File: src/rtl/pwm9_pkg.sv
package pwm9_pkg;
  localparam int unsigned CH_N   = 9;
  localparam int unsigned DUTY_W = 9;
  localparam int unsigned CODE_W = 5;

  typedef enum logic {
    CH_PWM = 1'b0,
    CH_GPO = 1'b1
  } ch_mode_e;
endpackage

File: src/rtl/pwm_timebase.sv
module pwm_timebase #(
  parameter int CODE_W = pwm9_pkg::CODE_W,
  parameter int DUTY_W = pwm9_pkg::DUTY_W
) (
  input  logic              clk,
  input  logic              rst_n,
  input  logic [CODE_W-1:0] code,
  output logic [DUTY_W-2:0] step,
  output logic              load,
  output logic [CODE_W-1:0] code_reg
);
  localparam int STEP_W = DUTY_W - 1;
  localparam int FINE   = 1 << STEP_W;
  localparam int COARSE = FINE >> 1;
  localparam int PRE_W  = CODE_W - 1;

  logic [PRE_W-1:0]  pre_q, pre_last;
  logic [STEP_W-1:0] step_q, step_last;
  logic              coarse, pre_end, per_end, chg;

  // step length minus one is (2^PRE_W - 1 - code) = bitwise inverse of the low code bits
  assign coarse    = code_reg[CODE_W-1];
  assign pre_last  = coarse ? '0 : ~code_reg[PRE_W-1:0];
  assign step_last = coarse ? STEP_W'(COARSE - 1) : STEP_W'(FINE - 1);
  assign pre_end   = (pre_q == pre_last);
  assign per_end   = pre_end && (step_q == step_last);
  assign chg       = (code != code_reg);
  assign load      = chg || per_end;

  always_ff @(posedge clk or negedge rst_n) begin
    if (!rst_n) begin
      code_reg <= '0;
      pre_q    <= '0;
      step_q   <= '0;
    end else if (chg) begin
      code_reg <= code;
      pre_q    <= '0;
      step_q   <= '0;
    end else if (pre_end) begin
      pre_q  <= '0;
      step_q <= per_end ? '0 : step_q + STEP_W'(1);
    end else begin
      pre_q <= pre_q + PRE_W'(1);
    end
  end

  assign step = step_q;
endmodule

File: src/rtl/pwm_chan.sv
module pwm_chan #(
  parameter int DUTY_W = pwm9_pkg::DUTY_W
) (
  input  logic              clk,
  input  logic              rst_n,
  input  logic              load,
  input  logic [DUTY_W-2:0] step,
  input  logic [DUTY_W-1:0] duty_in,
  input  logic              mode,
  input  logic              gpo,
  input  logic              psave,
  output logic              pin,
  output logic [DUTY_W-1:0] duty_now
);
  import pwm9_pkg::*;

  logic [DUTY_W-1:0] duty_q;
  logic              pwm_hi;

  // saturation falls out naturally: step never reaches the step count
  assign pwm_hi = ({1'b0, step} < duty_q);

  always_ff @(posedge clk or negedge rst_n) begin
    if (!rst_n) begin
      duty_q <= '0;
      pin    <= 1'b0;
    end else begin
      if (load) duty_q <= duty_in;
      if (ch_mode_e'(mode) == CH_GPO) pin <= gpo;
      else                            pin <= !psave && pwm_hi;
    end
  end

  assign duty_now = duty_q;
endmodule

File: src/rtl/pwm9_top.sv
module pwm9_top #(
  parameter int CH_N   = pwm9_pkg::CH_N,
  parameter int DUTY_W = pwm9_pkg::DUTY_W,
  parameter int CODE_W = pwm9_pkg::CODE_W
) (
  input  logic                   clk,
  input  logic                   rst_n,
  input  logic [CODE_W-1:0]      period_code,
  input  logic [CH_N*DUTY_W-1:0] duty_words,
  input  logic [CH_N-1:0]        gpo_sel,
  input  logic [CH_N-1:0]        gpo_data,
  input  logic                   power_save,
  output logic [CH_N-1:0]        pwm_pin
);
  logic [DUTY_W-2:0]        step;
  logic                     load;
  logic [CODE_W-1:0]        code_reg;
  logic [CH_N*DUTY_W-1:0]   duty_live;

  pwm_timebase #(.CODE_W(CODE_W), .DUTY_W(DUTY_W)) u_tb (
    .clk(clk), .rst_n(rst_n), .code(period_code),
    .step(step), .load(load), .code_reg(code_reg)
  );

  for (genvar k = 0; k < CH_N; k++) begin : g_ch
    pwm_chan #(.DUTY_W(DUTY_W)) u_ch (
      .clk(clk), .rst_n(rst_n), .load(load), .step(step),
      .duty_in(duty_words[k*DUTY_W +: DUTY_W]),
      .mode(gpo_sel[k]), .gpo(gpo_data[k]), .psave(power_save),
      .pin(pwm_pin[k]), .duty_now(duty_live[k*DUTY_W +: DUTY_W])
    );
  end
endmodule

File: config.mk
export PLATFORM = sky130hd
export DESIGN_NAME = pwm9_top
export DESIGN_NICKNAME = d
export VERILOG_FILES = /design/src/rtl/pwm9_pkg.sv /design/src/rtl/pwm_timebase.sv /design/src/rtl/pwm_chan.sv /design/src/rtl/pwm9_top.sv
export SDC_FILE = /design/constraint.sdc
export NUM_CORES = 1
export LEC_CHECK = 0
export BUFFER_PORTS_ARGS = -buffer_cell sky130_fd_sc_hd__buf_2
export CAP_MARGIN = 20
export CORE_MARGIN = 2
export CORE_UTILIZATION = 50
export DETAILED_ROUTE_END_ITERATION = 16
export PLACE_DENSITY = 0.79
export SYNTH_ARGS = -nofsm -noshare
export SYNTH_HDL_FRONTEND = slang
export SYNTH_HIERARCHICAL = 1
export SYNTH_SLANG_ARGS = --single-unit
File: constraint.sdc
create_clock -name clk -period 2.3 [get_ports clk]
set_clock_uncertainty 0.05 [all_clocks]
set_input_delay 0.69 -clock clk [delete_from_list [all_inputs] [get_ports clk]]
set_output_delay 0.69 -clock clk [all_outputs]
set_load 0.02 [all_outputs]
# Word-level counts from Yosys, hierarchy flattened
# Index checks and enable logic that the tools add are counted.
dict set report classes {
  addsub 2
  magnitude_cmp 9
  eq_ne 3
  muxes 16
  bitwise_logic 1
  n_reduce_logical 13
}
# cell n
set ops {}
lappend ops {{$lt A8 B9 Y1} 9}
lappend ops {{$mux W8} 4}
lappend ops {{$mux W4} 3}
lappend ops {{$logic_and A1 B1 Y1} 10}
lappend ops {{$mux W1} 9}
lappend ops {{$add A8 B1 Y8 const B} 1}
lappend ops {{$eq A8 B8 Y1} 1}
lappend ops {{$ne A5 B5 Y1} 1}
lappend ops {{$add A4 B1 Y4 const B} 1}
lappend ops {{$eq A4 B4 Y1} 1}
lappend ops {{$not A4 Y4} 1}
lappend ops {{$reduce_bool A2 Y1} 1}
lappend ops {{$logic_not A1 Y1} 1}
lappend ops {{$logic_or A1 B1 Y1} 1}
dict set report totals {
  regBits 107
  inputBits 107
  out_inout_bits 9
  elab_cells 65
}

# Logic depth before layout (Yosys ltp)
# Gate-level depths: netlist of run 1.
dict set report logic_depth {
  depth_word 7
  ltp_mapped 10
  depth_no_buf 7
}

# Hierarchy
# Netlist of run 1, hierarchy kept.
# mod n_inst cells_each area_each_um2 seq_area_each_um2
set modules_own_cells {}
lappend modules_own_cells {pwm_chan 9 56 533.0 250.2}
lappend modules_own_cells {pwm_timebase 1 96 929.6 425.4}

# Least setup slack after synthesis of run 1
# No wires, ideal clock.
dict set report synth_path {
  path_kind {register to register}
  from {register u_tb.code_reg[4]}
  to {register g_ch[0].u_ch.duty_q[0]}
  setup_time_ps 125
  arrival_ps 2352
  required_ps 2125
  setup_slack_ps -227
  stages_incl_launch_ff 9
  path_buffers 3
  period_less_slack_ps 2527
  path_cell_list {dfrtp_1 > buf_6 > or3b_1 > a221oi_2 > o22ai_2 > clkbuf_1 > o21bai_1 > buf_2 > mux2_2}
}
dict set report synth_between {
  elab_chain_len 4
  elab_cells_between_ends 7
  classes_between {eq/ne (3); mux (2); reduce/logical (2)}
}
# element line_no
set synth_lines {}
lappend synth_lines {{from (decl)} pwm_timebase.sv:10} ;# output logic [CODE_W-1:0] code_reg
lappend synth_lines {{from (signal assigned)} pwm_timebase.sv:36} ;# code_reg <= code;
lappend synth_lines {{$mux W8 / $mux W4 (equally long branches)} {pwm_timebase.sv:24, pwm_timebase.sv:23}}
lappend synth_lines {{$eq A8 B8 Y1 / $eq A4 B4 Y1 (equally long branches)} {pwm_timebase.sv:26, pwm_timebase.sv:25}}
lappend synth_lines {{$logic_and A1 B1 Y1} pwm_timebase.sv:26} ;# assign per_end = pre_end && (step_q == step_last);
lappend synth_lines {{$logic_or A1 B1 Y1 *} pwm_timebase.sv:28} ;# assign load = chg || per_end;
lappend synth_lines {{named net load} pwm9_top.sv:16} ;# logic load;
lappend synth_lines {{to (signal assigned)} pwm_chan.sv:28} ;# if (load) duty_q <= duty_in;
lappend synth_lines {{to (decl)} pwm_chan.sv:17} ;# logic [DUTY_W-1:0] duty_q;
# Mark *: on every way through the listed nets, which the timed path passes. The rest lies on a longest branch.
# A chain may end at the register's enable or synchronous reset.

# Final worst setup path of run 1
dict set report layout_path {
  from {register u_tb.code_reg[4]}
  to {register u_tb.step_q[7] (netlist: u_tb/step[7])}
}
dict set report layout_between {
  elab_chain_len 6
  elab_cells_between_ends 10
  classes_between {eq/ne (3); mux (5); reduce/logical (2)}
}
# element line_no
set layout_lines {}
lappend layout_lines {{$mux W8 / $mux W4 (equally long branches)} {pwm_timebase.sv:24, pwm_timebase.sv:23}}
lappend layout_lines {{$eq A8 B8 Y1 / $eq A4 B4 Y1 (equally long branches)} {pwm_timebase.sv:26, pwm_timebase.sv:25}}
lappend layout_lines {{$logic_and A1 B1 Y1} pwm_timebase.sv:26}
lappend layout_lines {{$mux W8} pwm_timebase.sv:41} ;# step_q <= per_end ? '0 : step_q + STEP_W'(1);
lappend layout_lines {{$mux W8} pwm_timebase.sv:39} ;# end else if (pre_end) begin
lappend layout_lines {{$mux W8} pwm_timebase.sv:35} ;# end else if (chg) begin
lappend layout_lines {{to (signal assigned)} pwm_timebase.sv:41}
lappend layout_lines {{to (decl)} pwm_timebase.sv:18} ;# logic [STEP_W-1:0] step_q, step_last;
# Several ways; a longest one is shown, not always the timed one. The select of a mux whose other input is x is not followed.

==> results of run 1 <==
==> how the worst max path moves through the flow <==
stage / start / endpoint / depth (start not counted)
detailed placement: u_tb/pre_q[0]$_DFF_PN0_ / g_ch[0].u_ch/duty_now[0]$_DFFE_PN0P_ / 6
global route: u_tb/code_reg[4]$_DFFE_PN0N_ / g_ch[0].u_ch/duty_now[0]$_DFFE_PN0P_ / 6
floorplan: u_tb/code_reg[4]$_DFFE_PN0N_ / g_ch[0].u_ch/duty_now[0]$_DFFE_PN0P_ / 8
global placement: u_tb/pre_q[0]$_DFF_PN0_ / u_tb/step[7]$_DFFE_PN0P_ / 6
CTS: u_tb/pre_q[0]$_DFF_PN0_ / g_ch[0].u_ch/duty_now[0]$_DFFE_PN0P_ / 6
finish: u_tb/code_reg[4]$_DFFE_PN0N_ / u_tb/step[7]$_DFFE_PN0P_ / 6
==> cell type report <==
class,count,area (um2),area share [%]
clock inverter,6,65.1,0.935
multi-input combinational,390,2650,38.1
tap,143,179,2.57
sequential,107,2680,38.5
clock buffer,10,239,3.43
timing repair buffer,140,855,12.3
inverter,78,293,4.21
==> layer usage <==
metal,global-route usage (%),up-vias,wire length [um]
met2,36.4,110,6580
met3,4.21,19,579
met5,0,-,0
met1,26.9,2277,5840
met4,7.24,0,249
li1,-,2300,-
==> cells in the final DEF, fill, tap and decap left out, types with 6 or more instances in the layout <==
| cell type | Yosys | final |
|---|---|---|
| a21o_1 | 18 | 18 |
| ha_1 | 65 | 65 |
| a31oi_1 | 19 | 19 |
| dfrtp_1 | 107 | 106 |
| inv_1 | 78 | 78 |
| nand3_1 | 14 | 14 |
| nand2_1 | 75 | 75 |
| buf_2 | 9 | 114 |
| a211oi_1 | 9 | 9 |
| a21oi_1 | 25 | 25 |
| mux2_2 | 9 | 9 |
| o21ai_0 | 77 | 77 |
| nand2b_1 | 12 | 12 |
| nand4_1 | 10 | 10 |
| clkbuf_16 | 0 | 11 |
| xnor2_1 | 6 | 6 |
| nor2_1 | 16 | 16 |
| buf_4 | 0 | 19 |
| o211ai_1 | 9 | 9 |
==> power by group <==
part | total (mW) | internal [mW] | switching (mW)
clock network | 1.56 | 0.872 | 0.688
logic | 0.525 | 0.225 | 0.301
registers | 2.04 | 2.00 | 0.0399
total | 4.12 | 3.10 | 1.03
==> logic make-up after synthesis <==
group                    count (synthesis)
flip-flops                             107
multiplexers                            10
AND/OR/NAND/NOR                        141
buffers and inverters                  103
XOR/XNOR                                10
AO/OA/AOI/OAI                          164
adder cells (fa/ha/maj)                 65
==> timing repair <==
action                                  4_1_cts  5_1_grt
buffers inserted                              0        2
hold endpoints to repair                      0        0
gates resized for setup                       0        2
endpoints found under the setup margin        0       33
==> impl_metrics.py, run 1 <==
metrics = {
    "yosys": {
        "async_flop_share_pct": 100,
        "synth.most_common_cell": "dfrtp_1",
        "yosysWarnings": 6,
        "synth_top_cell_by_area": "dfrtp_1",
        "yosysTopAreaCellShare_pct": 46.8,
        "ys_types": 33,
        "synth_top_family_by_area": "compound AO/OA/AOI/OAI gates",
        "ys.flop_type": "dfrtp_1",
        "yosysSeqAreaShare_pct": 46.8,
        "synthTopCellsByCount": "dfrtp_1 (107), inv_1 (78), o21ai_0 (77), nand2_1 (75), ha_1 (65)",
        "postSynthCellCount": 600,
        "syn_area_per_cell_um2": 9.54,
        "ys_ff_latch": 107,
        "synth_nets": 772,
        "synth-edff-count": 0,
        "ys_top_cells_by_area": "dfrtp_1 (47%), ha_1 (14%), o21ai_0 (6.7%), inv_1 (5.1%), nand2_1 (4.9%)",
        "synthSimpleGateAreaFrac_pct": 11.3,
        "synth-compound-area-share_pct": 17.0,
        "synthesis.area_um2": 5730,
        "synth_fa_ha_area_share_pct": 14.2,
        "synthMuxAreaShare_pct": 1.94,
        "synth_xor_area_share_pct": 1.53,
    },
    "route": {
        "antenna_left": 0,
        "drt_iter0_markers": 267,
        "vias": 4706,
        "drc": 0,
        "routed_wl_um": 13200,
        "drtPass1Iterations": 5,
        "wire_per_inst_um": 15.2,
        "via_per_inst": 5.38,
    },
    "floorplanning": {
        "die_h_um": 111,
        "die_w_um": 111,
        "start_util_pct": 50.6,
        "pin_count": 116,
        "die_area_um2": 12300,
        "num_rows": 39,
        "core_area_um2": 11300,
    },
    "grt": {
        "grt_remaining_overflow": 0,
        "antenna_found_initial": 0,
        "grt_pass1_vias": 4753,
        "grt_use_total_pct": 21.2,
        "grt_pass1_wl_um": 21200,
        "grt_max_degree": 108,
    },
    "clocking": {
        "clk_path_buf_depth": 2,
        "cts_buffers": 9,
        "cts_root_buf": "clkbuf_16",
        "clock_latency_ns": 0.35,
        "clock-sinks": 107,
        "cts_max_level": 3,
        "ctsHoldBuffers": 0,
        "path_clk_slew_ns": 0.07,
        "cts_tree": "done",
    },
    "critical_path": {
        "crit_chain": "or3b_1, a221oi_2, o22ai_2, buf_6, or4_1, a21oi_1",
        "r2r_end": "u_tb/step[7]$_DFFE_PN0P_",
        "crit_type": "reg2reg",
        "critPathBufInv": 1,
        "r2r_start": "u_tb/code_reg[4]$_DFFE_PN0N_",
        "cp_slowest_cell": "or4_1",
        "arrival_ns": 2.40,
        "rrSetupSlack_ns": 0.12,
        "critPathMaxFanout": 16,
        "cp-end-kind": "register",
        "reg2reg_depth": 6,
        "worst_path_largest_cell_delay_ns": 0.51,
        "required_ns": 2.52,
        "cp-start-kind": "register",
        "crit_family": "simple AND/OR/NAND/NOR gates",
    },
    "sta": {
        "relSlewSlack_pct": 59.4,
        "setup_tns_ns": 0,
        "fin_crit_sh_pct": 94.7,
        "rsz0062_at_grt": "false",
        "fmax_mhz": 459,
        "setup_violations": 0,
        "fin_ws_ns": 0.121,
        "hold_slack_ns": 0.322,
        "worst_pin_slew_ns": 0.609,
        "hold_violations": 0,
        "post-route-min-period_ns": 2.18,
        "slew_violations": 0,
    },
    "placed_design": {
        "portBuffers": 115,
        "routabilityCongestion": 0.788,
        "dp_hpwl_um": 9110,
        "placedCellCount": 854,
        "dpl-instance-area_um2": 6580,
        "post-place-ws_ns": 0.0513,
    },
    "min_path": {
        "min_path_type": "in2async",
    },
    "power_and_ir_drop": {
        "ir_drop_v": 0.000333,
        "p_leak_nw": 3.83,
        "fin_total_pwr_mw": 4.12,
        "powerDensity_nw_per_um2": 593,
    },
    "final_layout": {
        "area_growth_pct": 21.5,
        "num_antenna_cells": 0,
        "largest_register_ff_count": 81,
        "fillers": 928,
        "final_cells": 874,
        "final_cell_area_um2": 6960,
        "fin_util_pct": 61.5,
        "drive_gt1_share_pct": 23.4,
        "fin_nets": 898,
    },
    "status": {
        "outcome": "finished clean",
    },
    "run": {
        "maxCapViolCount": 0,
    },
}
No activity file was read; power rests on OpenSTA's default activity.
==> inputs of run 2 (changes only) <==
--- a/config.mk
+++ b/config.mk
@@ -5,10 +5,11 @@
 export SDC_FILE = /design/constraint.sdc
 export NUM_CORES = 1
 export LEC_CHECK = 0
+export ABC_AREA = 1
 export BUFFER_PORTS_ARGS = -buffer_cell sky130_fd_sc_hd__buf_2
-export CAP_MARGIN = 20
+export CAP_MARGIN = 30
 export CORE_MARGIN = 2
-export CORE_UTILIZATION = 50
+export CORE_UTILIZATION = 51
 export DETAILED_ROUTE_END_ITERATION = 16
 export PLACE_DENSITY = 0.79
 export SYNTH_ARGS = -nofsm -noshare
==> impl_metrics.py, run 2 <==
metrics = {
    "yosys": {
        "synthMuxAreaShare_pct": 0,
        "synth_top_family_by_area": "simple AND/OR/NAND/NOR gates",
        "ys_types": 31,
        "async_flop_share_pct": 100,
        "synth-edff-count": 0,
        "ys_ff_latch": 107,
        "yosysWarnings": 6,
        "synth_top_cell_by_area": "dfrtp_1",
        "ys_top_cells_by_area": "dfrtp_1 (42%), nand2_1 (13%), ha_1 (13%), inv_1 (7.7%), o21ai_0 (5.7%)",
        "synthSimpleGateAreaFrac_pct": 22.8,
        "ys.flop_type": "dfrtp_1",
        "synthTopCellsByCount": "nand2_1 (217), inv_1 (130), dfrtp_1 (107), o21ai_0 (72), ha_1 (65)",
        "synth_xor_area_share_pct": 1.22,
        "yosysTopAreaCellShare_pct": 42.0,
        "yosysSeqAreaShare_pct": 42.0,
        "postSynthCellCount": 786,
        "synthesis.area_um2": 6370,
        "synth-compound-area-share_pct": 9.94,
        "synth_nets": 958,
        "syn_area_per_cell_um2": 8.11,
        "synth.most_common_cell": "nand2_1",
        "synth_fa_ha_area_share_pct": 12.8,
    },
    "clocking": {
        "cts_root_buf": "clkbuf_16",
        "cts_setup_buffers": 0,
        "ctsHoldBuffers": 0,
        "cts_max_level": 3,
        "post_cts_resized": 0,
        "path_clk_slew_ns": 0.07,
        "cts_buffers": 9,
        "clk_path_buf_depth": 2,
        "cts_tree": "done",
        "clock-sinks": 107,
        "clock_latency_ns": 0.35,
    },
    "power_and_ir_drop": {
        "powerDensity_nw_per_um2": 556,
        "p_leak_nw": 4.45,
        "ir_drop_v": 0.000486,
    },
    "grt": {
        "antenna_found_initial": 0,
        "grt_pass1_wl_um": 22300,
        "grt_pass1_vias": 4927,
        "grt_remaining_overflow": 0,
        "grt_max_degree": 93,
        "grt_use_total_pct": 21.5,
    },
    "final_layout": {
        "largest_register_ff_count": 81,
        "drive_gt1_share_pct": 24.1,
        "final_common_cell": "nand2_1",
        "final_cell_mix": "nand2_1 (217), inv_1 (130), buf_2 (114), dfrtp_1 (106), o21ai_0 (72)",
        "area_growth_pct": 17.3,
        "num_antenna_cells": 0,
        "fin_nets": 1073,
    },
    "critical_path": {
        "required_ns": 2.51,
        "reg2reg_depth": 9,
        "cp-start-kind": "register",
        "r2r_end": "g_ch[7].u_ch/duty_now[3]$_DFFE_PN0P_",
        "critPathMaxFanout": 92,
        "arrival_ns": 2.26,
        "crit_end": "g_ch[7].u_ch/duty_now[3]$_DFFE_PN0P_",
        "r2r_start": "u_tb/code_reg[4]$_DFFE_PN0N_",
        "rrSetupSlack_ns": 0.25,
        "critPathLaunch": "u_tb/code_reg[4]$_DFFE_PN0N_",
        "crit_type": "reg2reg",
        "cp-end-kind": "register",
    },
    "sta": {
        "slew_violations": 0,
        "hold_violations": 0,
        "post-route-min-period_ns": 2.05,
        "fmax_mhz": 488,
        "fin_ws_ns": 0.252,
        "setup_tns_ns": 0,
        "worst_pin_slew_ns": 0.340,
        "fin_crit_sh_pct": 89.1,
        "relSlewSlack_pct": 77.4,
        "setup_violations": 0,
        "rsz0062_at_grt": "false",
    },
    "placed_design": {
        "portBuffers": 115,
        "dp_hpwl_um": 9420,
        "routabilityCongestion": 0.834,
        "post-place-ws_ns": 0.0198,
    },
    "route": {
        "via_per_inst": 4.72,
        "antenna_left": 0,
        "drt_iter0_markers": 310,
        "routed_wl_um": 13400,
        "vias": 5069,
        "drc": 0,
        "drtPass1Iterations": 4,
        "wire_per_inst_um": 12.5,
    },
    "floorplanning": {
        "num_rows": 40,
        "pin_count": 116,
        "die_w_um": 116,
        "start_util_pct": 52.6,
        "die_h_um": 116,
        "core_area_um2": 12100,
        "die_area_um2": 13400,
    },
    "status": {
        "outcome": "finished clean",
    },
    "min_path": {
        "min_path_type": "in2async",
    },
    "run": {
        "maxCapViolCount": 0,
    },
}
run 2: changes by cell type after synthesis, moves of 10 or more:
cell      change
inv_1        +52
nand2_2      +22
inv_2        +19
a21oi_1      -15
a31oi_1      -19
nand2_1     +142
a21o_1       -17
nand2b_1     -12
nor2_2       +10
run 2: logic make-up (layout without fill, tap and decap cells):
logic type / Yosys count / count (layout)
AOI/OAI and AO/OA: 113 / 113
xor gates and xnor gates: 8 / 8
adders and majority gates: 65 / 65
buffers and inverters: 175 / 295
DFF: 107 / 107
and+or+nand+nor: 318 / 318
run 2: final cells by class:
type / instances / area [um2]
sequential: 107 / 2680
timing repair buffer: 129 / 728
clock buffer: 15 / 278
fill: 1087 / 4640
inverter: 150 / 566
multi-input combinational: 504 / 2980
clock inverter: 1 / 30.0
tap: 168 / 210
run 2: through the flow:
stage          power, mW  hold WS, ns  std cells  util [%]  area (um2)
3_3_place_gp        2.58        0.440       1058      59.1        7160
3_5_place_dp        2.60        0.449       1058      59.1        7160
4_1_cts             4.22        0.186       1074      61.6        7460
2_1_floorplan       2.38        0.344        786         -        6370
6_report            4.16        0.190       1074      61.7        7470
5_1_grt             4.38        0.185       1074      61.7        7470
run 2: per-layer routing:
layer	global-route usage [%]	part of all wire, %
met1	28.4	47
met2	35.7	47
met3	5.33	4.7
met4	5.48	0.95
met5	0	0
run 2: critical path, cell delays in order, from the launching register on:
cell and delay, ns:
dfrtp_2 0.48, nor2_2 0.14, xnor2_1 0.15, nand2_2 0.11, nor2_8 0.17, inv_4 0.09
o21ai_4 0.19, buf_12 0.33, nand2_1 0.12, o21ai_0 0.10
run 2: worst min-delay path by stage:
stage,from,to,slack [ns],cells after the start
after detailed placement,g_ch[1].u_ch/duty_now[4]$_DFFE_PN0P_,g_ch[1].u_ch/duty_now[4]$_DFFE_PN0P_,0.45,2
final,rst_n,g_ch[7].u_ch/pin$_DFF_PN0_,0.19,1
after floorplan,rst_n,g_ch[0].u_ch/duty_now[0]$_DFFE_PN0P_,0.34,0
after CTS,rst_n,g_ch[7].u_ch/pin$_DFF_PN0_,0.19,1
after global routing,rst_n,g_ch[7].u_ch/pin$_DFF_PN0_,0.18,1
after global placement,g_ch[5].u_ch/duty_now[4]$_DFFE_PN0P_,g_ch[5].u_ch/duty_now[4]$_DFFE_PN0P_,0.44,2
run 2: power breakdown:
part | switching, mW | internal (mW)
registers | 0.0364 | 1.99
clock network | 0.661 | 0.936
logic | 0.323 | 0.210
